$ cat config.mk
export PLATFORM = sky130hd
export DESIGN_NAME = vram_wr_ctl
export DESIGN_NICKNAME = d
export VERILOG_FILES = /design/src/rtl/vram_wr_pkg.sv /design/src/rtl/vram_sync.sv /design/src/rtl/vram_row_ctl.sv /design/src/rtl/vram_mask_regs.sv /design/src/rtl/vram_wr_ctl.sv
export SDC_FILE = /design/constraint.sdc
export NUM_CORES = 1
export LEC_CHECK = 0
export ABC_CLOCK_PERIOD_IN_PS = 2800
export BUFFER_PORTS_ARGS = -buffer_cell sky130_fd_sc_hd__buf_4
export CORE_AREA = 4 4 109 111
export DETAILED_ROUTE_END_ITERATION = 16
export DIE_AREA = 0 0 113 115
export HOLD_SLACK_MARGIN = 0.08
export PLACE_DENSITY = 0.68
export SLEW_MARGIN = 20
export SYNTH_ARGS = -nofsm -noshare
export SYNTH_HDL_FRONTEND = slang
export SYNTH_HIERARCHICAL = 1
export SYNTH_SLANG_ARGS = --single-unit
$ cat constraint.sdc
create_clock -name clk -period 2.8 [get_ports clk]
set_clock_uncertainty 0.2 [all_clocks]
set_input_delay 0.42 -clock clk [delete_from_list [all_inputs] [get_ports clk]]
set_output_delay 0.42 -clock clk [all_outputs]
set_load 0.05 [all_outputs]
$ cat src/rtl/vram_wr_pkg.sv
package vram_wr_pkg;
  typedef enum logic [2:0] {
    ROW_IDLE,
    ROW_NORMAL,
    ROW_LOAD,
    ROW_XFER,
    ROW_REFRESH
  } row_kind_e;
endpackage

$ cat src/rtl/vram_sync.sv
module vram_sync #(
  parameter int W = 1,
  parameter int STAGES = 2,
  parameter logic [W-1:0] RST_VAL = '0
) (
  input  logic         clk,
  input  logic         rst,
  input  logic [W-1:0] din,
  output logic [W-1:0] dout
);
  logic [W-1:0] stg [STAGES];

  generate
    for (genvar i = 0; i < STAGES; i++) begin : g_stage
      if (i == 0) begin : g_first
        always_ff @(posedge clk) begin
          if (rst) stg[i] <= RST_VAL;
          else     stg[i] <= din;
        end
      end else begin : g_next
        always_ff @(posedge clk) begin
          if (rst) stg[i] <= RST_VAL;
          else     stg[i] <= stg[i-1];
        end
      end
    end
  endgenerate

  assign dout = stg[STAGES-1];
endmodule

$ cat src/rtl/vram_row_ctl.sv
module vram_row_ctl
  import vram_wr_pkg::*;
#(
  parameter int DW = 16
) (
  input  logic          clk,
  input  logic          rst,
  input  logic          row_fall,
  input  logic          row_rise,
  input  logic          col_lo,
  input  logic          we_lo,
  input  logic          oe_lo,
  input  logic          fsel,
  input  logic [DW-1:0] dq,
  input  logic          pmask_vld,
  input  logic [DW-1:0] pmask,
  output row_kind_e     kind,
  output logic [DW-1:0] row_mask,
  output logic          cbr_p
);
  assign cbr_p = row_fall & col_lo;

  always_ff @(posedge clk) begin
    if (rst) begin
      kind     <= ROW_IDLE;
      row_mask <= '1;
    end else if (row_fall) begin
      if (col_lo)      kind <= ROW_REFRESH;
      else if (oe_lo)  kind <= ROW_XFER;
      else if (fsel)   kind <= ROW_LOAD;
      else             kind <= ROW_NORMAL;
      if (we_lo) row_mask <= pmask_vld ? pmask : dq;
      else       row_mask <= '1;
    end else if (row_rise) begin
      kind <= ROW_IDLE;
    end
  end
endmodule

$ cat src/rtl/vram_mask_regs.sv
module vram_mask_regs #(
  parameter int DW = 16
) (
  input  logic          clk,
  input  logic          rst,
  input  logic          cbr_p,
  input  logic          ldmask_p,
  input  logic          ldcolor_p,
  input  logic [DW-1:0] din,
  output logic [DW-1:0] pmask,
  output logic          pmask_vld,
  output logic [DW-1:0] color
);
  always_ff @(posedge clk) begin
    if (rst) begin
      pmask     <= '0;
      pmask_vld <= 1'b0;
      color     <= '0;
    end else begin
      if (cbr_p) begin
        pmask_vld <= 1'b0;
      end else if (ldmask_p) begin
        pmask     <= din;
        pmask_vld <= 1'b1;
      end
      if (ldcolor_p) color <= din;
    end
  end
endmodule

$ cat src/rtl/vram_wr_ctl.sv
module vram_wr_ctl
  import vram_wr_pkg::*;
#(
  parameter int DW = 16,
  parameter int SYNC_STAGES = 2
) (
  input  logic          clk,
  input  logic          rst,
  input  logic          row_n,
  input  logic          col_n,
  input  logic          we_n,
  input  logic          oe_n,
  input  logic          fsel,
  input  logic [DW-1:0] dq_in,
  output logic          wr_en,
  output logic          wr_blk,
  output logic [DW-1:0] wr_data,
  output logic [DW-1:0] wr_bitmask
);
  localparam int NSTB = 5;

  logic [NSTB-1:0] stb_s;
  logic [DW-1:0]   dq_s;
  logic            s_row, s_col, s_we, s_oe, s_fsel;
  logic            p_row, p_col, p_we;
  logic            row_fall, row_rise, col_fall, we_fall;
  logic            cap, wr_p, ldmask_p, ldcolor_p, cbr_p;
  row_kind_e       kind;
  logic [DW-1:0]   row_mask, pmask, color_q;
  logic            pmask_vld;

  vram_sync #(.W(NSTB), .STAGES(SYNC_STAGES), .RST_VAL('1)) u_stb_sync (
    .clk(clk), .rst(rst),
    .din({fsel, oe_n, we_n, col_n, row_n}),
    .dout(stb_s)
  );

  vram_sync #(.W(DW), .STAGES(SYNC_STAGES), .RST_VAL('0)) u_dq_sync (
    .clk(clk), .rst(rst), .din(dq_in), .dout(dq_s)
  );

  assign {s_fsel, s_oe, s_we, s_col, s_row} = stb_s;

  always_ff @(posedge clk) begin
    if (rst) begin
      p_row <= 1'b1;
      p_col <= 1'b1;
      p_we  <= 1'b1;
    end else begin
      p_row <= s_row;
      p_col <= s_col;
      p_we  <= s_we;
    end
  end

  assign row_fall = p_row & ~s_row;
  assign row_rise = ~p_row & s_row;
  assign col_fall = p_col & ~s_col;
  assign we_fall  = p_we & ~s_we;

  // early capture at column fall, late capture at write fall with column low
  assign cap       = (col_fall & ~s_we) | (we_fall & ~s_col & ~col_fall);
  assign wr_p      = cap & (kind == ROW_NORMAL);
  assign ldmask_p  = cap & (kind == ROW_LOAD) & ~s_fsel;
  assign ldcolor_p = cap & (kind == ROW_LOAD) & s_fsel;

  vram_row_ctl #(.DW(DW)) u_row (
    .clk(clk), .rst(rst),
    .row_fall(row_fall), .row_rise(row_rise),
    .col_lo(~s_col), .we_lo(~s_we), .oe_lo(~s_oe), .fsel(s_fsel),
    .dq(dq_s), .pmask_vld(pmask_vld), .pmask(pmask),
    .kind(kind), .row_mask(row_mask), .cbr_p(cbr_p)
  );

  vram_mask_regs #(.DW(DW)) u_regs (
    .clk(clk), .rst(rst),
    .cbr_p(cbr_p), .ldmask_p(ldmask_p), .ldcolor_p(ldcolor_p),
    .din(dq_s),
    .pmask(pmask), .pmask_vld(pmask_vld), .color(color_q)
  );

  always_ff @(posedge clk) begin
    if (rst) begin
      wr_en      <= 1'b0;
      wr_blk     <= 1'b0;
      wr_data    <= '0;
      wr_bitmask <= '0;
    end else begin
      wr_en      <= wr_p;
      wr_blk     <= wr_p & s_fsel;
      wr_data    <= wr_p ? (s_fsel ? color_q : dq_s) : '0;
      wr_bitmask <= wr_p ? row_mask : '0;
    end
  end
endmodule

-- Yosys cells after proc, flatten, opt, wreduce, memory -nomap -nowiden
Memories as Yosys holds them, arrays and structs flattened.
Cells that the tools add are included.
- latch bits: 0
- memories kept: 2
- register bits after elaboration: 89
- input port bits: 23
- output and inout port bits: 34
- memory bits (writable): 42
- logic and storage cells: 61
- ROM bits: 0
- memories (memory ; depth ; width ; read ports ; clocked after memory_dff ; wr ports ; line ; RTL):
    u_dq_sync.stg ; 2 ; 16 ; 2 ; 0 ; 2 ; vram_sync.sv:11 ; logic [W-1:0] stg [STAGES];
    u_stb_sync.stg ; 2 ; 5 ; 2 ; 0 ; 2 ; vram_sync.sv:11 ;
- muxes and demuxes: 15
- reduce and logical (&&, ||, !) cells: 4
- $add $sub $neg: 0
- equality and inequality tests: 2
- bitwise logic cells: 26
- div/mod/pow operators: 0
- $mul: 0
- order comparisons: 0
- shifts and indexed selects: 0
- operators by type and width (cell ; count):
    2-to-1 mux 16 bit ; 5
    bitwise AND 1 bit ; 13
    2-to-1 mux 3 bit ; 4
    2-to-1 mux 5 bit ; 2
    NOT 1 bit ; 8
    OR 1 bit ; 5
    OR reduction 2 bit ; 2
    equality test 3 x 1 -> 1 bit (second input constant) ; 1
    equality test 3 x 2 -> 1 bit (second input constant) ; 1
    2-to-1 mux 1 bit ; 3
    2-to-1 mux 2 bit ; 1
    AND reduction 2 bit ; 1
    nonzero test 2 bit ; 1

-- Logic depth before layout (Yosys ltp)
Gate-level depths: netlist of the first run.
An unclocked memory read counts as a cell.
- depth in word-level cells: 9
- mapped depth: 8
- depth with buffers taken out: 4

-- Modules after synthesis
The synthesis of the first run kept the hierarchy.
- by module, submodules not included (module ; cells an instance ; seq. area each (sq um) ; area an instance (sq um) ; instances):
    vram_wr_ctl ; 114 ; 740.7 ; 1560.2 ; 1
    vram_mask_regs ; 126 ; 660.6 ; 1361.3 ; 1
    vram_sync (u_dq_sync) ; 67 ; 640.6 ; 863.3 ; 1
    vram_row_ctl ; 87 ; 380.4 ; 817.0 ; 1
    vram_sync (u_stb_sync) ; 20 ; 200.2 ; 262.8 ; 1

-- Worst setup path before layout of the first run
Ideal clock, no wire load.
- path kind: flip-flop to flip-flop
- start point: mem u_stb_sync/stg[1][2] (netlist bit)
- end point: reg u_regs.pmask[10]
- required time: 2.484 ns
- clock period less this slack: 2.444 ns
- arrival: 2.128 ns
- cell stages (with the launch flop): 8
- setup time: 0.116 ns
- slack: 0.356 ns
- path through: dfxtp_1 > or3_1 > buf_6 > buf_6 > nor4_1 > and2b_4 > buf_8 > o21ai_2
- RTL lines (item ; line ; RTL):
    start, declared ; vram_sync.sv:11 ;
    end signal, assigned ; vram_mask_regs.sv:23 ; pmask <= din;
    end, declared ; vram_mask_regs.sv:10 ; output logic [DW-1:0] pmask,

==> impl_metrics.env, run 1 <==
export IMPL_finalHoldViolations=0
export IMPL_antenna_found_initial=0
export IMPL_place_congestion=0.736
export IMPL_num_vias=3122
export IMPL_grt_overflow_total=0
export IMPL_synth_xor_area_frac=0
export IMPL_drc=0
export IMPL_finalWirelength_um=8820
export IMPL_r2r_end="u_regs/color[0]"
export IMPL_root_buffer="clkbuf_8"
export IMPL_yosysUniqueCellTypes=33
export IMPL_ys_ff_latch=131
export IMPL_grt_pass1_vias=3086
export IMPL_synth_fa_ha_area_frac=0
export IMPL_status="finished, final reports clean"
export IMPL_cts_sinks=131
export IMPL_critPathKind="reg2reg"
export IMPL_yosysWarnings=6
export IMPL_place_port_buffers=56
export IMPL_synth_top_family_by_area="simple AND/OR/NAND/NOR gates"
export IMPL_vias_per_cell=4.89
export IMPL_tritoncts="yes"
export IMPL_layout_common_cells="131 x dfxtp_1, 64 x buf_4, 48 x mux2i_1, 35 x nor2b_1, 31 x nor2_1"
export IMPL_synthSimpleGateAreaFrac=0.262
export IMPL_muxShareOfSynthArea=0.0988
export IMPL_min_period_ns=2.12
export IMPL_wire_per_inst_um=13.8
export IMPL_slowest_delay_ns=0.56
export IMPL_grt_total_usage=0.146
export IMPL_die_x_um=113
export IMPL_cellLeakagePower_uw=0.00231
export IMPL_fmax_ghz=0.473
export IMPL_worst_pin_slew_ns=0.991
export IMPL_critical_path_max_fanout=16
export IMPL_hold_path_depth=2
export IMPL_die_h_um=115
export IMPL_fin_tns_setup_ns=0
export IMPL_dieArea_sq_um=13000
export IMPL_worst_path_buf_inv=1
export IMPL_fin_ws_ns=0.684
export IMPL_area_growth_pct=25.6
export IMPL_cp_num_cells=5
export IMPL_arrival_ns=2.30
export IMPL_grt_max_degree=57
export IMPL_drt_iter0_drc=77
export IMPL_crit_path_end_kind="register"
export IMPL_synth_nets=437
export IMPL_layout_commonest_cell="dfxtp_1"
export IMPL_slew_viol_final=0
export IMPL_hp_start="rst"
export IMPL_worstSkewPairLatency_ns=0.51
export IMPL_vdd_drop_max_uv=449
export IMPL_crit_required_ns=2.98
export IMPL_coreArea_sq_um=10800
export IMPL_relSlewSlack=0.339
export IMPL_dp_hpwl_um=5490
export IMPL_synth_seq_area_share=0.539
export IMPL_cts_inserted_buffers=17
export IMPL_synth_area_per_cell_sq_um=11.8
export IMPL_clk_pin_slew_ns=0.06
export IMPL_netlist_instances=414
export IMPL_first_pass_iters=4
export IMPL_finalPower_uw=4240
export IMPL_final_antenna_net_count=0
export IMPL_crit_reg2reg_launch="u_stb_sync/stg[1][2]"
export IMPL_cap_viol_max_count=0
export IMPL_ctsHtreeMaxLevel=4
export IMPL_cp_slowest_cell="or3_2"
export IMPL_initial_core_util=0.451
export IMPL_drive_gt1_frac=0.291
export IMPL_r2r_setup_slack_ns=0.68
export IMPL_r2r_cells=5
export IMPL_num_nets_final=510
export IMPL_netlist_area_sq_um=4860
export IMPL_setup_viol=0
export IMPL_ioPinCount=57
export IMPL_diodes=0
export IMPL_cp_top_family="simple AND/OR/NAND/NOR gates"
export IMPL_grt_setup_unrepaired="false"
export IMPL_critPathLaunchType="register"
export IMPL_clockBufferDepth=2
export IMPL_final_period_utilization=0.756
export IMPL_post_place_ws_ns=0.694
export IMPL_path_cells="or3_2 > nor4b_4 > buf_4 > mux2i_1 > nor2_1"
export IMPL_hold_end="u_regs/color[13]"
export IMPL_hp_class="in2reg"
export IMPL_grt_pass1_wl_um=15100
export IMPL_num_rows=38
export IMPL_p_per_area_nw_per_um2=695
export IMPL_synth_compound_area_share=0.0466
export IMPL_post_cts_buffers=0
metrics by stage:
step | util | cell area [sq um] | std cells | hold WS, ns
floorplan | - | 4860 | 414 | 0.183
global placement | 0.491 | 5300 | 587 | 0.186
detailed placement | 0.491 | 5300 | 587 | 0.194
CTS | 0.566 | 6110 | 639 | 0.130
global route | 0.566 | 6110 | 639 | 0.149
finish | 0.566 | 6110 | 639 | 0.140
what timing repair did:
item / CTS / global route
endpoints found under the setup margin: 0 / 0
hold buffers: 21 / 0
endpoints found under the hold margin: 21 / 0
resized for setup: 0 / 0
cell usage after synthesis:
cell type  number  share of area
or3b_1          1         0.0018
dfxtp_1       131           0.54
nor4_2         14          0.036
nor3_1          2         0.0021
and2b_4         1         0.0021
or2b_1          1         0.0015
nand4bb_1      16          0.037
or3_1           1         0.0013
nor4b_1         6          0.011
mux2i_1        48          0.099
buf_2           9         0.0093
inv_1           4         0.0031
nand2b_1       16          0.021
nand2_1         3         0.0023
nor4b_2        10          0.031
a21oi_1        18          0.019
clkbuf_1        4         0.0031
nor4_1          1         0.0013
nor2b_1        35          0.045
nor2_1         32          0.025
buf_4           7          0.011
nor4_4          2         0.0087
o21ai_1         1         0.0010
a21oi_2         1         0.0018
or2_2           3         0.0039
nor2_2          5         0.0064
buf_8           3         0.0093
nor4b_4         2         0.0098
buf_6           8          0.019
and2_1          1         0.0013
or2_1          11          0.014
o21ai_2        10          0.018
o21ai_0         7         0.0072
registers in the layout (all words and copies together) (netlist names), 3 cells and up:
signal and flops:
u_row/row_mask 16, u_regs/color 16, u_row/kind 3, wr_data 16, u_dq_sync/stg 32, wr_bitmask 16
u_stb_sync/stg 10, u_regs/pmask 16
worst max-delay path by stage:
stage                    startpoint               end  slack, ns
2_1_floorplan  u_stb_sync/stg[1][2]  u_regs/pmask[10]       0.36
3_3_place_gp                    rst     wr_bitmask[6]       0.74
3_5_place_dp                    rst     wr_bitmask[7]       0.69
4_1_cts        u_stb_sync/stg[1][2]   u_regs/color[0]       0.72
5_1_grt        u_stb_sync/stg[1][2]  u_regs/color[11]       0.65
6_report       u_stb_sync/stg[1][2]   u_regs/color[0]       0.68
cell families (layout without fill, tap and decap cells):
kind of cell,count (synthesis),in the layout
AO/OA/AOI/OAI,37,37
buffers and inverters,35,120
flip-flops,131,131
multiplexers,48,48
AND/OR/NAND/NOR,163,163
power breakdown:
part           leakage (uW)  switching, uW  internal [uW]
sequential          0.00107           20.5           1900
combinational      0.000952           56.1           76.0
clock              0.000294            747           1450
worst reg2reg max path, delay by kind of cell, from the launching register on:
family                 cells  cell delay, ns
flip-flops                 1            0.31
AND/OR/NAND/NOR            3            0.85
buffers and inverters      1            0.33
multiplexers               1            0.30
final cells by class:
cell class	count	area, sq um
Fill cell	888	4680
Sequential cell	131	2620
Multi-Input combinational cell	248	2000
Timing Repair Buffer	85	691
Clock buffer	23	477
Tap cell	140	175
Clock inverter	8	125
Inverter	4	15.0
routing by layer:
layer	part of all wire	global-route usage
met4	0.0096	0.0553
met1	0.49	0.190
met2	0.46	0.220
met5	0	0
met3	0.045	0.0558
Note: power is estimated with default switching activity, not from simulation.
==> inputs of run 2 (changes only) <==
Settings changed: ABC_CLOCK_PERIOD_IN_PS 2800 to 1900, PLACE_DENSITY 0.68 to 0.7.
Clock period 2.8 ns to 1.9 ns, I/O delays scaled along.
==> run 2 against run 1 <==
Via count down 0.13%; first-iteration DRC count rose by 36%; utilization increased by 1.8 points; cell count grew 3.1%; sequential power is 47% higher; maximum frequency is 16% higher; final area up 3.1%; hold slack improved by 0.063 ns; sequential share of layout area is 1.3 points lower; largest power group unchanged.
==> impl_metrics.env, run 2 (synthesis results as in run 1) <==
export IMPL_status="finished, final reports clean"
export IMPL_placed_cell_area_sq_um=5390
export IMPL_grt_pass1_vias=3106
export IMPL_cts_inserted_buffers=17
export IMPL_layout_commonest_cell="dfxtp_1"
export IMPL_cap_viol_max_count=0
export IMPL_fmax_ghz=0.546
export IMPL_critPathLaunchType="register"
export IMPL_root_buffer="clkbuf_8"
export IMPL_critical_path_max_fanout=8
export IMPL_ctsHtreeMaxLevel=4
export IMPL_tritoncts="yes"
export IMPL_fin_tns_setup_ns=0
export IMPL_die_x_um=113
export IMPL_top_register="u_dq_sync/stg"
export IMPL_finalNonFillerCells=659
export IMPL_slowest_delay_ns=0.40
export IMPL_p_per_area_nw_per_um2=1010
export IMPL_worst_pin_slew_ns=0.631
export IMPL_final_antenna_net_count=0
export IMPL_hold_path_depth=1
export IMPL_cp_slowest_cell="or3_4"
export IMPL_grt_total_usage=0.148
export IMPL_r2r_cells=6
export IMPL_drive_gt1_frac=0.320
export IMPL_finalWirelength_um=9060
export IMPL_diodes=0
export IMPL_drt_iter0_drc=105
export IMPL_path_cells="or3_4 > nor4b_4 > buf_4 > clkbuf_16 > mux2i_1 > nor2_1"
export IMPL_vias_per_cell=4.73
export IMPL_dieArea_sq_um=13000
export IMPL_critPathLaunch="u_row/kind[2]"
export IMPL_crit_reg2reg_launch="u_row/kind[2]"
export IMPL_grt_setup_unrepaired="true"
export IMPL_setup_viol=0
export IMPL_place_port_buffers=56
export IMPL_clk_pin_slew_ns=0.06
export IMPL_die_h_um=115
export IMPL_hp_start="u_stb_sync/stg[0][0]"
export IMPL_vdd_drop_max_uv=563
export IMPL_crit_required_ns=2.08
export IMPL_slew_viol_final=0
export IMPL_crit_path_end_kind="register"
export IMPL_post_place_ws_ns=-0.0509
export IMPL_cts_sinks=131
export IMPL_num_nets_final=529
export IMPL_min_period_ns=1.83
export IMPL_grt_max_degree=61
export IMPL_dp_hpwl_um=5660
export IMPL_drc=0
export IMPL_final_period_utilization=0.963
export IMPL_place_congestion=0.839
export IMPL_ioPinCount=57
export IMPL_initial_core_util=0.451
export IMPL_fin_ws_ns=0.0696
export IMPL_num_vias=3118
export IMPL_num_rows=38
export IMPL_cellLeakagePower_uw=0.00242
export IMPL_finalHoldViolations=0
export IMPL_wire_per_inst_um=13.7
export IMPL_coreArea_sq_um=10800
export IMPL_critPathKind="reg2reg"
export IMPL_area_growth_pct=29.5
export IMPL_hp_class="reg2reg"
export IMPL_arrival_ns=2.01
export IMPL_largest_reg_flops=32
export IMPL_first_pass_iters=4
export IMPL_grt_pass1_wl_um=15000
export IMPL_antenna_found_initial=0
export IMPL_dpl_cell_count=596
export IMPL_clockBufferDepth=2
export IMPL_finalPower_uw=6350
export IMPL_layout_common_cells="130 x dfxtp_1, 81 x buf_4, 48 x mux2i_1, 35 x nor2b_1, 31 x nor2_1"
export IMPL_num_fill_cells=857
export IMPL_relSlewSlack=0.579
export IMPL_fin_area_sq_um=6300
export IMPL_worstSkewPairLatency_ns=0.52
export IMPL_grt_overflow_total=0
## run 2: through the flow
stage               hold slack [ns]   util
finish                        0.203  0.584
CTS                           0.206  0.581
global route                  0.222  0.584
floorplan                     0.154      -
detailed placement            0.193  0.499
global placement              0.193  0.499
## run 2: final cells by class
type,instances,area (sq um),share of cell area
multi-input combinational,248,2020,0.320
clock inverter,13,184,0.0292
sequential,131,2620,0.417
tap,140,175,0.0278
inverter,4,15.0,0.00238
timing repair buffer,104,853,0.135
clock buffer,19,432,0.0685
## run 2: report_power, final
| group | internal (uW) | total, uW | switching [uW] |
|---|---|---|---|
| clock network | 2160 | 3320 | 1160 |
| logic | 118 | 205 | 87.5 |
| registers | 2800 | 2830 | 30.0 |
## run 2: worst max-delay path, delay by kind of cell, from the launching register on
| family | cells | cell delay, ns |
|---|---|---|
| mux | 1 | 0.18 |
| flops | 1 | 0.31 |
| simple gates | 3 | 0.70 |
| buf+inv | 2 | 0.31 |
## run 2: worst paths after layout
kind	to	slack [ns]
worst max register to register	u_regs/color[7]	0.07
worst min register to register	u_stb_sync/stg[1][0]	0.20
worst min-delay path	u_stb_sync/stg[1][0]	0.20
worst max-delay path	u_regs/color[7]	0.07
## run 2: metal layers
metal	vias up	track usage	wire, um
li1	1605	-	-
met1	1430	0.188	4420
met2	67	0.229	4080
met3	16	0.0411	345
met4	0	0.0817	206
met5	-	0	0
## run 2: what timing repair did
action	in CTS	in global routing
gates cloned	1	0
endpoints found under the hold margin	27	0
resized for setup	2	1
pin swaps	2	2
hold buffers	22	0
setup endpoints to repair	18	22
buffers inserted	2	7
